==> src/rtl/hz_pkg.sv <==
package hz_pkg;
  parameter int RW = 5;
  parameter int NTRK = 3;

  typedef enum logic [1:0] {BYP_RF = 2'd0, BYP_EX = 2'd1, BYP_MEM = 2'd2, BYP_WB = 2'd3} byp_e;
  typedef enum logic [1:0] {IM_PASS = 2'd0, IM_NOP = 2'd1, IM_EXC = 2'd2} imux_e;
  typedef enum logic [1:0] {PC_PLUS4 = 2'd0, PC_TARGET = 2'd1, PC_HANDLER = 2'd2} pcsrc_e;

  function automatic logic reg_hit(input logic live, input logic [RW-1:0] dst,
                                   input logic [RW-1:0] src, input logic [RW-1:0] zr);
    return live && (dst == src) && (src != zr);
  endfunction

  function automatic logic [1:0] mux_code(input logic here, input logic younger);
    if (here) return IM_EXC;
    if (younger) return IM_NOP;
    return IM_PASS;
  endfunction
endpackage

==> src/rtl/hz_bypass.sv <==
module hz_bypass
  import hz_pkg::*;
#(
  parameter int ZERO_REG = 31
) (
  input  logic [NTRK-1:0]         live,
  input  logic [NTRK-1:0][RW-1:0] dst,
  input  logic [RW-1:0]           src,
  output logic [1:0]              sel
);
  localparam logic [RW-1:0] ZR = ZERO_REG[RW-1:0];

  always_comb begin
    sel = BYP_RF;
    for (int k = NTRK - 1; k >= 0; k--) begin
      if (reg_hit(live[k], dst[k], src, ZR)) sel = 2'(k + 1);
    end
  end
endmodule

==> src/rtl/hz_arbiter.sv <==
module hz_arbiter
  import hz_pkg::*;
(
  input  logic       hazard,
  input  logic       redirect_req,
  input  logic       if_exc,
  input  logic       rf_exc_q,
  input  logic       ex_exc_q,
  input  logic       mem_exc_q,
  output logic       stall,
  output logic       redir,
  output logic       exc_mem,
  output logic       exc_ex,
  output logic       exc_rf,
  output logic       exc_if,
  output logic [1:0] imux_if,
  output logic [1:0] imux_rf,
  output logic [1:0] imux_ex,
  output logic [1:0] imux_mem,
  output logic [1:0] pc_src
);
  logic old_exc;

  always_comb begin
    exc_mem = mem_exc_q;
    exc_ex  = ex_exc_q && !exc_mem;
    exc_rf  = rf_exc_q && !exc_mem && !exc_ex;
    old_exc = exc_mem || exc_ex || exc_rf;
    stall   = hazard && !old_exc;
    redir   = redirect_req && !old_exc && !stall;
    exc_if  = if_exc && !old_exc && !stall && !redir;

    imux_mem = mux_code(exc_mem, 1'b0);
    imux_ex  = mux_code(exc_ex, exc_mem);
    imux_rf  = mux_code(exc_rf, exc_mem || exc_ex);
    imux_if  = mux_code(exc_if, old_exc || redir);

    if (old_exc || exc_if) pc_src = PC_HANDLER;
    else if (redir)        pc_src = PC_TARGET;
    else                   pc_src = PC_PLUS4;
  end
endmodule

==> src/rtl/hz_track.sv <==
module hz_track
  import hz_pkg::*;
#(
  parameter int XP_REG = 30
) (
  input  logic                    clk,
  input  logic                    rst_n,
  input  logic                    rf_valid,
  input  logic                    rf_wr,
  input  logic                    rf_load,
  input  logic [RW-1:0]           rf_dst,
  input  logic                    stall,
  input  logic                    exc_rf,
  input  logic                    exc_ex,
  input  logic                    exc_mem,
  output logic [NTRK-1:0]         v_q,
  output logic [NTRK-1:0]         wr_q,
  output logic [NTRK-1:0][RW-1:0] dst_q,
  output logic                    ex_ld_q
);
  localparam logic [RW-1:0] XP = XP_REG[RW-1:0];

  logic [NTRK-1:0]         v_n, wr_n;
  logic [NTRK-1:0][RW-1:0] dst_n;
  logic                    ld_n;

  always_comb begin
    v_n   = {v_q[NTRK-2:0], rf_valid};
    wr_n  = {wr_q[NTRK-2:0], rf_wr};
    dst_n = {dst_q[NTRK-2:0], rf_dst};
    ld_n  = rf_load;
    if (exc_mem) begin
      v_n[2] = 1'b1; wr_n[2] = 1'b1; dst_n[2] = XP;
      v_n[1] = 1'b0; v_n[0] = 1'b0;
    end else if (exc_ex) begin
      v_n[1] = 1'b1; wr_n[1] = 1'b1; dst_n[1] = XP;
      v_n[0] = 1'b0;
    end else if (exc_rf) begin
      v_n[0] = 1'b1; wr_n[0] = 1'b1; dst_n[0] = XP; ld_n = 1'b0;
    end else if (stall) begin
      v_n[0] = 1'b0;
    end
    if (!v_n[0]) ld_n = 1'b0;
  end

  always_ff @(posedge clk or negedge rst_n) begin
    if (!rst_n) begin
      v_q     <= '0;
      wr_q    <= '0;
      dst_q   <= '0;
      ex_ld_q <= 1'b0;
    end else begin
      v_q     <= v_n;
      wr_q    <= wr_n;
      dst_q   <= dst_n;
      ex_ld_q <= ld_n;
    end
  end
endmodule

==> src/rtl/hz_ctrl.sv <==
module hz_ctrl
  import hz_pkg::*;
#(
  parameter int ZERO_REG = 31,
  parameter int XP_REG   = 30
) (
  input  logic          clk,
  input  logic          rst_n,
  input  logic          rf_valid,
  input  logic [RW-1:0] rf_src_a,
  input  logic          rf_use_a,
  input  logic [RW-1:0] rf_src_b,
  input  logic          rf_use_b,
  input  logic [RW-1:0] rf_dst,
  input  logic          rf_wr,
  input  logic          rf_load,
  input  logic          rf_redirect,
  input  logic          if_exc,
  input  logic          rf_exc,
  input  logic          ex_exc,
  input  logic          mem_exc,
  output logic          if_load_en,
  output logic          rf_load_en,
  output logic          nop_to_ex,
  output logic          annul_if,
  output logic [1:0]    byp_a,
  output logic [1:0]    byp_b,
  output logic [1:0]    imux_if,
  output logic [1:0]    imux_rf,
  output logic [1:0]    imux_ex,
  output logic [1:0]    imux_mem,
  output logic [1:0]    pc_src,
  output logic          retire_we,
  output logic [RW-1:0] retire_dst
);
  localparam logic [RW-1:0] ZR = ZERO_REG[RW-1:0];
  localparam int NPORT = 2;

  logic [NTRK-1:0]          v_q, wr_q, live;
  logic [NTRK-1:0][RW-1:0]  dst_q;
  logic                     ex_ld_q;
  logic [NPORT-1:0][RW-1:0] src_arr;
  logic [NPORT-1:0]         use_arr;
  logic [NPORT-1:0][1:0]    sel_arr;
  logic [NPORT-1:0]         ld_hit;
  logic hazard, stall, redir, exc_mem, exc_ex, exc_rf, exc_if, exc_any;

  assign live    = v_q & wr_q;
  assign src_arr = {rf_src_b, rf_src_a};
  assign use_arr = {rf_use_b, rf_use_a};

  for (genvar p = 0; p < NPORT; p++) begin : g_port
    hz_bypass #(.ZERO_REG(ZERO_REG)) u_byp (
      .live (live),
      .dst  (dst_q),
      .src  (src_arr[p]),
      .sel  (sel_arr[p])
    );
    assign ld_hit[p] = use_arr[p] && reg_hit(live[0] && ex_ld_q, dst_q[0], src_arr[p], ZR);
  end

  assign hazard = rf_valid && (|ld_hit);

  hz_arbiter u_arb (
    .hazard       (hazard),
    .redirect_req (rf_redirect && rf_valid),
    .if_exc       (if_exc),
    .rf_exc_q     (rf_exc && rf_valid),
    .ex_exc_q     (ex_exc && v_q[0]),
    .mem_exc_q    (mem_exc && v_q[1]),
    .stall        (stall),
    .redir        (redir),
    .exc_mem      (exc_mem),
    .exc_ex       (exc_ex),
    .exc_rf       (exc_rf),
    .exc_if       (exc_if),
    .imux_if      (imux_if),
    .imux_rf      (imux_rf),
    .imux_ex      (imux_ex),
    .imux_mem     (imux_mem),
    .pc_src       (pc_src)
  );

  hz_track #(.XP_REG(XP_REG)) u_trk (
    .clk      (clk),
    .rst_n    (rst_n),
    .rf_valid (rf_valid),
    .rf_wr    (rf_wr),
    .rf_load  (rf_load),
    .rf_dst   (rf_dst),
    .stall    (stall),
    .exc_rf   (exc_rf),
    .exc_ex   (exc_ex),
    .exc_mem  (exc_mem),
    .v_q      (v_q),
    .wr_q     (wr_q),
    .dst_q    (dst_q),
    .ex_ld_q  (ex_ld_q)
  );

  assign exc_any    = exc_mem || exc_ex || exc_rf || exc_if;
  assign if_load_en = !stall;
  assign rf_load_en = !stall;
  assign nop_to_ex  = stall;
  assign annul_if   = (imux_if == IM_NOP);
  assign byp_a      = sel_arr[0];
  assign byp_b      = sel_arr[1];
  assign retire_we  = live[2];
  assign retire_dst = dst_q[2];
endmodule

==> config.mk <==
export PLATFORM = sky130hd
export DESIGN_NAME = hz_ctrl
export DESIGN_NICKNAME = d
export VERILOG_FILES = /design/src/rtl/hz_pkg.sv /design/src/rtl/hz_bypass.sv /design/src/rtl/hz_arbiter.sv /design/src/rtl/hz_track.sv /design/src/rtl/hz_ctrl.sv
export SDC_FILE = /design/constraint.sdc
export NUM_CORES = 1
export LEC_CHECK = 0
export ABC_AREA = 1
export CAP_MARGIN = 20
export CORE_MARGIN = 2
export CORE_UTILIZATION = 35
export DETAILED_ROUTE_END_ITERATION = 10
export DONT_BUFFER_PORTS = 1
export SYNTH_ARGS = -nofsm -noshare
export SYNTH_HDL_FRONTEND = slang
export SYNTH_SLANG_ARGS = --single-unit
==> constraint.sdc <==
create_clock -name clk -period 1.7 [get_ports clk]
set_input_delay 0 -clock clk [delete_from_list [all_inputs] [get_ports clk]]
set_output_delay 0 -clock clk [all_outputs]
set_load 0.01 [all_outputs]
[Yosys cells after proc, flatten, opt, wreduce, memory -nomap -nowiden]
Index checks and enable logic that the tools add are counted.
Word-level totals
  output and inout port bits: 24
  register bits after elaboration: 22
  logic and storage cells: 110
  bits of input ports: 27
Operators by class
  equal/unequal tests: 9
  muxes and demuxes: 51
  reductions and logical operators: 43
  bitwise logic cells: 1
Operators with widths (number)
  $mux 2: 23
  $logic_and 1x1->1: 33
  $eq 5x5->1: 6
  $mux 1: 23
  $mux 5: 4
  $mux 10: 1
  $ne 5x5->1 const B: 2
  $logic_not 1->1: 5
  $logic_or 1x1->1: 4
  $and 3x3->3: 1
  $eq 2x1->1 const B: 1
  $reduce_or 2->1: 1

[Depth between registers and ports, before layout]
  word-level depth: 17
  gate-level depth with buffers: 12
  depth with buffers taken out: 11

[Hierarchy]
Synthesis repeated with hierarchy kept, for this count alone.
Unflattened totals
  cell total of the unflattened synthesis: 287
  area, all modules: 1781.7 um^2
Modules (own cells, without submodules)
  hz_track: cells an instance 62, sequential area each 550.5 um^2, area each 757.0 um^2, instances 1
  hz_bypass: cells an instance 68, sequential area each 0.0 um^2, area each 305.3 um^2, instances 2
  hz_ctrl: cells an instance 62, sequential area each 0.0 um^2, area each 277.8 um^2, instances 1
  hz_arbiter: cells an instance 27, sequential area each 0.0 um^2, area each 136.4 um^2, instances 1

[Least setup slack after synthesis]
Ideal clock, no wire load.
  kind: register to output
  from: register u_trk.v_q[1]
  to: output port imux_if[0]
  arrival time: 1375 ps
  buffers on the path: 1
  stages on the path, launching flop included: 11
  required time: 1700 ps
  setup slack: 325 ps
  cells stage by stage: dfrtp_1 -> nand2_4 -> nand3_4 -> nand2_2 -> clkinv_2 -> nand2_4 -> nor2_8 -> nand2_4 -> nand3_2 -> nand2_1 -> buf_4
Between the ends
  longest elaborated chain between the ends: 15
  elaborated cells between the ends (all ways): 24
  classes of those cells: mux: 6; reduce/logical: 18
Ends and longest elaborated chain
  from (decl): line hz_track.sv:16  | output logic [NTRK-1:0] v_q,
  from (signal assigned): line hz_track.sv:53  | v_q <= v_n;
  $logic_and 1x1->1 (*): line hz_ctrl.sv:70  | .mem_exc_q (mem_exc && v_q[1]),
  $logic_not 1->1: line hz_arbiter.sv:26, hz_arbiter.sv:27
  $logic_and 1x1->1: line hz_arbiter.sv:26  | exc_ex = ex_exc_q && !exc_mem;
  $logic_not 1->1: line hz_arbiter.sv:27  | exc_rf = rf_exc_q && !exc_mem && !exc_ex;
  $logic_and 1x1->1: line hz_arbiter.sv:27
  $logic_or 1x1->1 (*): line hz_arbiter.sv:28  | old_exc = exc_mem || exc_ex || exc_rf;
  $logic_not 1->1 (*): line hz_arbiter.sv:29  | stall = hazard && !old_exc;
  $logic_and 1x1->1 (*): line hz_arbiter.sv:29
  $logic_not 1->1 (*)
  net if_load_en: line hz_ctrl.sv:22  | output logic if_load_en,
  $logic_and 1x1->1: line hz_arbiter.sv:30  | redir = redirect_req && !old_exc && !stall;
  $logic_or 1x1->1: line hz_arbiter.sv:36  | imux_if = mux_code(exc_if, old_exc || redir);
  $mux 1 (2 in a row): line hz_pkg.sv:16  | if (younger) return IM_NOP;
  $mux 2: line hz_pkg.sv:17  | return IM_PASS;
  $mux 2 (*): line hz_pkg.sv:16
  to (decl): line hz_ctrl.sv:28  | output logic [1:0] imux_if,
The timed path passes the listed nets; every way through them passes the cells marked *. The select of a mux whose other input is x is not followed.

[Worst setup path after layout]
  from: register u_trk.dst_q[3] (netlist bit)
  to: output port pc_src[1]
Between the ends
  longest elaborated chain between the ends: 13
  elaborated cells between the ends (all ways): 18
  classes of those cells: eq/ne: 2; mux: 1; reduce/logical: 15
Ends and longest elaborated chain
  from (decl): line hz_track.sv:18  | output logic [NTRK-1:0][RW-1:0] dst_q,
  from (signal assigned): line hz_track.sv:55  | dst_q <= dst_n;
  $eq 5x5->1: line hz_pkg.sv:11  | return live && (dst == src) && (src != zr);
  $logic_and 1x1->1 (2 in a row): line hz_pkg.sv:11
  $logic_and 1x1->1: line hz_ctrl.sv:59  | assign ld_hit[p] = use_arr[p] && reg_hit(live[0] && ex_ld_q, dst_q[0], src_arr[p], ZR);
  $reduce_or 2->1 (*): line hz_ctrl.sv:62  | assign hazard = rf_valid && (|ld_hit);
  $logic_and 1x1->1 (*): line hz_ctrl.sv:62
  $logic_and 1x1->1 (*): line hz_arbiter.sv:29
  $logic_not 1->1 (*)
  net if_load_en: line hz_ctrl.sv:22
  $logic_and 1x1->1: line hz_arbiter.sv:30
  $logic_not 1->1: line hz_arbiter.sv:31  | exc_if = if_exc && !old_exc && !stall && !redir;
  $logic_and 1x1->1 (*): line hz_arbiter.sv:31
  $logic_or 1x1->1 (*): line hz_arbiter.sv:38  | if (old_exc || exc_if) pc_src = PC_HANDLER;
  $mux 2 (*): line hz_arbiter.sv:38
  to (decl): line hz_ctrl.sv:32  | output logic [1:0] pc_src,
The timed path passes the listed nets; every way through them passes the cells marked *.

==> results.sh <==
export IMPL_run_status="completed"
export IMPL_rows=23
export IMPL_p_total_w=0.00142
export IMPL_numCtsBuffers=3
export IMPL_cts_tree="built"
export IMPL_grt_pass1_wl_um=5610
export IMPL_synth_cells=195
export IMPL_core_area_mm2=0.00409
export IMPL_clk_pin_slew_ns=0.08
export IMPL_num_antenna_cells=0
export IMPL_critPathLaunchType="flip-flop"
export IMPL_io_pins=51
export IMPL_drv_slew=0
export IMPL_cts_sinks=22
export IMPL_synth_avg_cell_area_um2=7.74
export IMPL_drv_cap=0
export IMPL_period_minus_slack_ns=1.64
export IMPL_grt_pass1_vias=1165
export IMPL_ant_nets=0
export IMPL_vias_per_cell=4.74
export IMPL_clk_latency_ns=0.27
export IMPL_hold_viol=0
export IMPL_n_fill_cell=407
export IMPL_die_width_um=69.7
export IMPL_endpoint_kind="output pin"
export IMPL_dp_hpwl_um=2660
export IMPL_postLayoutCoreUtil=0.435
export IMPL_nets=233
export IMPL_syn_to_final_growth_pct=17.7
export IMPL_drt_pass1_iter_count=4
export IMPL_synth_distinct_cells=28
export IMPL_rsz0062_at_grt="true"
export IMPL_clock_fmax_mhz=609
export IMPL_via_count=1208
export IMPL_place_gp_congestion=0.955
export IMPL_hold_path_class="in2reg"
export IMPL_layout_drive_gt1_share=0.220
export IMPL_ys_seq_elements=22
export IMPL_cp_max_fo=5
export IMPL_synth_warnings=0
export IMPL_seq_area_frac_synth=0.365
export IMPL_min_period_over_period=0.966
export IMPL_grt_overflow_total=0
export IMPL_cts_htree_levels=1
export IMPL_drt_drc_violations_left=0
export IMPL_grt_max_degree=23
export IMPL_wire_per_inst_um=13.7
export IMPL_grt_use_total=0.144
export IMPL_initial_core_util=0.370
export IMPL_power_density_mw_per_mm2=800
export IMPL_root_buffer="clkbuf_8"
export IMPL_drtIter0Drc=54
export IMPL_syn_area_mm2=0.00151
export IMPL_critical_path_arrival_ns=1.64
export IMPL_cp_data_required_time_ns=1.70
export IMPL_port_buffers=0
export IMPL_placed_cell_area_mm2=0.00147
export IMPL_fin_area_mm2=0.00178
export IMPL_max_clock_path_buffers=2
export IMPL_tns_ns=0
export IMPL_die_h_um=69.7
export IMPL_antenna_found_initial=0
export IMPL_setup_viol=0
export IMPL_p_leak_nw=0.935
export IMPL_finalWirelength_um=3480
export IMPL_critPathKind="reg2out"
export IMPL_vdd_ir_drop_max_uv=594
export IMPL_die_area_mm2=0.00486
export IMPL_synth_net_count=222
export IMPL_fin_skew_ns=0.00183
## where the power goes
group / switching (W) / leakage (nW) / internal (W) / total (W)
Sequential: 0.0000469 / 0.251 / 0.000568 / 0.000615
Combinational: 0.000176 / 0.648 / 0.000133 / 0.000309
Clock: 0.000183 / 0.0357 / 0.000315 / 0.000498
Total: 0.000405 / 0.935 / 0.00102 / 0.00142
## worst max-delay path, cell delays in order (launching register included)
cell and delay [ns]:
dfrtp_1 0.44, inv_2 0.08, nand2_1 0.05, nand2_1 0.05, nand3_1 0.09, nor2_2 0.15, nand2_2 0.08, nand2_4 0.10
nand2_8 0.08, nand3_4 0.09, nand3_4 0.07, nand2_2 0.08
## per-layer routing
metal	GRT usage	vias to the layer above	wire [um]
met3	0.0509	6	353
met4	0.0256	0	31
li1	-	598	-
met2	0.229	57	1540
met1	0.191	547	1550
met5	0	-	0
## path summary, 6_finish.rpt
path	start	endpoint	slack [ns]	cells after the start
setup / recovery	u_trk.dst_q[3]	pc_src[1]	0.06	11
hold / removal	mem_exc	u_trk.dst_q[12]	0.01	3
setup reg to reg	u_trk.v_q[1]	u_trk.ex_ld_q	0.12	6
hold reg to reg	u_trk.wr_q[1]	u_trk.wr_q[2]	0.48	1
max in group asynchronous	rst_n	u_trk.dst_q[9]	1.16	2
min in group asynchronous	rst_n	u_trk.v_q[2]	0.10	1
## stage by stage
step | cells | hold slack [ns] | worst slack [ns]
floorplan | 195 | -0.296 | 0.325
global placement | 231 | -0.295 | 0.286
detailed placement | 231 | -0.295 | 0.244
CTS | 248 | 0.000442 | 0.00392
global route | 255 | 0.0159 | -0.0393
finish | 255 | 0.0131 | 0.0571
## cells in the final DEF, fill, tap and decap left out, drive strengths merged, types with 5 or more instances in the layout
cell type     n
a211oi        5
nand4         5
dfrtp        22
buf           7
nand2        45
inv          37
xor2         10
nand3        11
or2           8
dlygate4sd3  13
nor2         20
## flip-flops by register name (all words and copies together), names as in the netlist
register       count
u_trk.v_q          3
u_trk.wr_q         3
u_trk.ex_ld_q      1
u_trk.dst_q       15
## kinds of logic (layout without fill, tap and decap cells)
logic type / count (synthesis) / after routing / share of synthesized area
and+or+nand+nor: 91 / 91 / 0.320
buffers and inverters: 52 / 62 / 0.166
DFF: 22 / 22 / 0.365
AOI/OAI and AO/OA: 15 / 15 / 0.0663
xor gates and xnor gates: 14 / 14 / 0.0812
other: 1 / 1 / 0.00248
## layout make-up
cell class / instances / area (um^2) / share of cell area
multi-input cells: 121 / 759 / 0.427
flip-flops and latches: 22 / 551 / 0.310
repair buffers: 20 / 190 / 0.107
inverters: 38 / 144 / 0.0809
well taps: 50 / 62.6 / 0.0352
clock buffers: 3 / 41.3 / 0.0232
clock inverters: 1 / 30.0 / 0.0169
## cells in the mapped netlist, drive strengths merged
cell type	instances	share of area
xor2	10	0.058
inv	37	0.092
dlygate4sd1	1	0.0058
nor3	2	0.0066
conb	1	0.0025
nand4	5	0.025
o211a	1	0.0066
dfrtp	22	0.36
clkinv	1	0.0033
a211oi	5	0.025
a21oi	2	0.0091
o21ai	4	0.013
or2	8	0.033
nand3	11	0.055
buf	13	0.065
nand2	45	0.14
o22ai	3	0.012
nor2	20	0.065
xnor2	4	0.023
## timing repair
item,CTS,global route
setup buffers,2,4
hold buffers,11,2
endpoints found under the hold margin,34,1
setup endpoints to repair,4,6
pin swaps,1,6
resized for setup,2,11
Power figures use the tool's default switching activity.
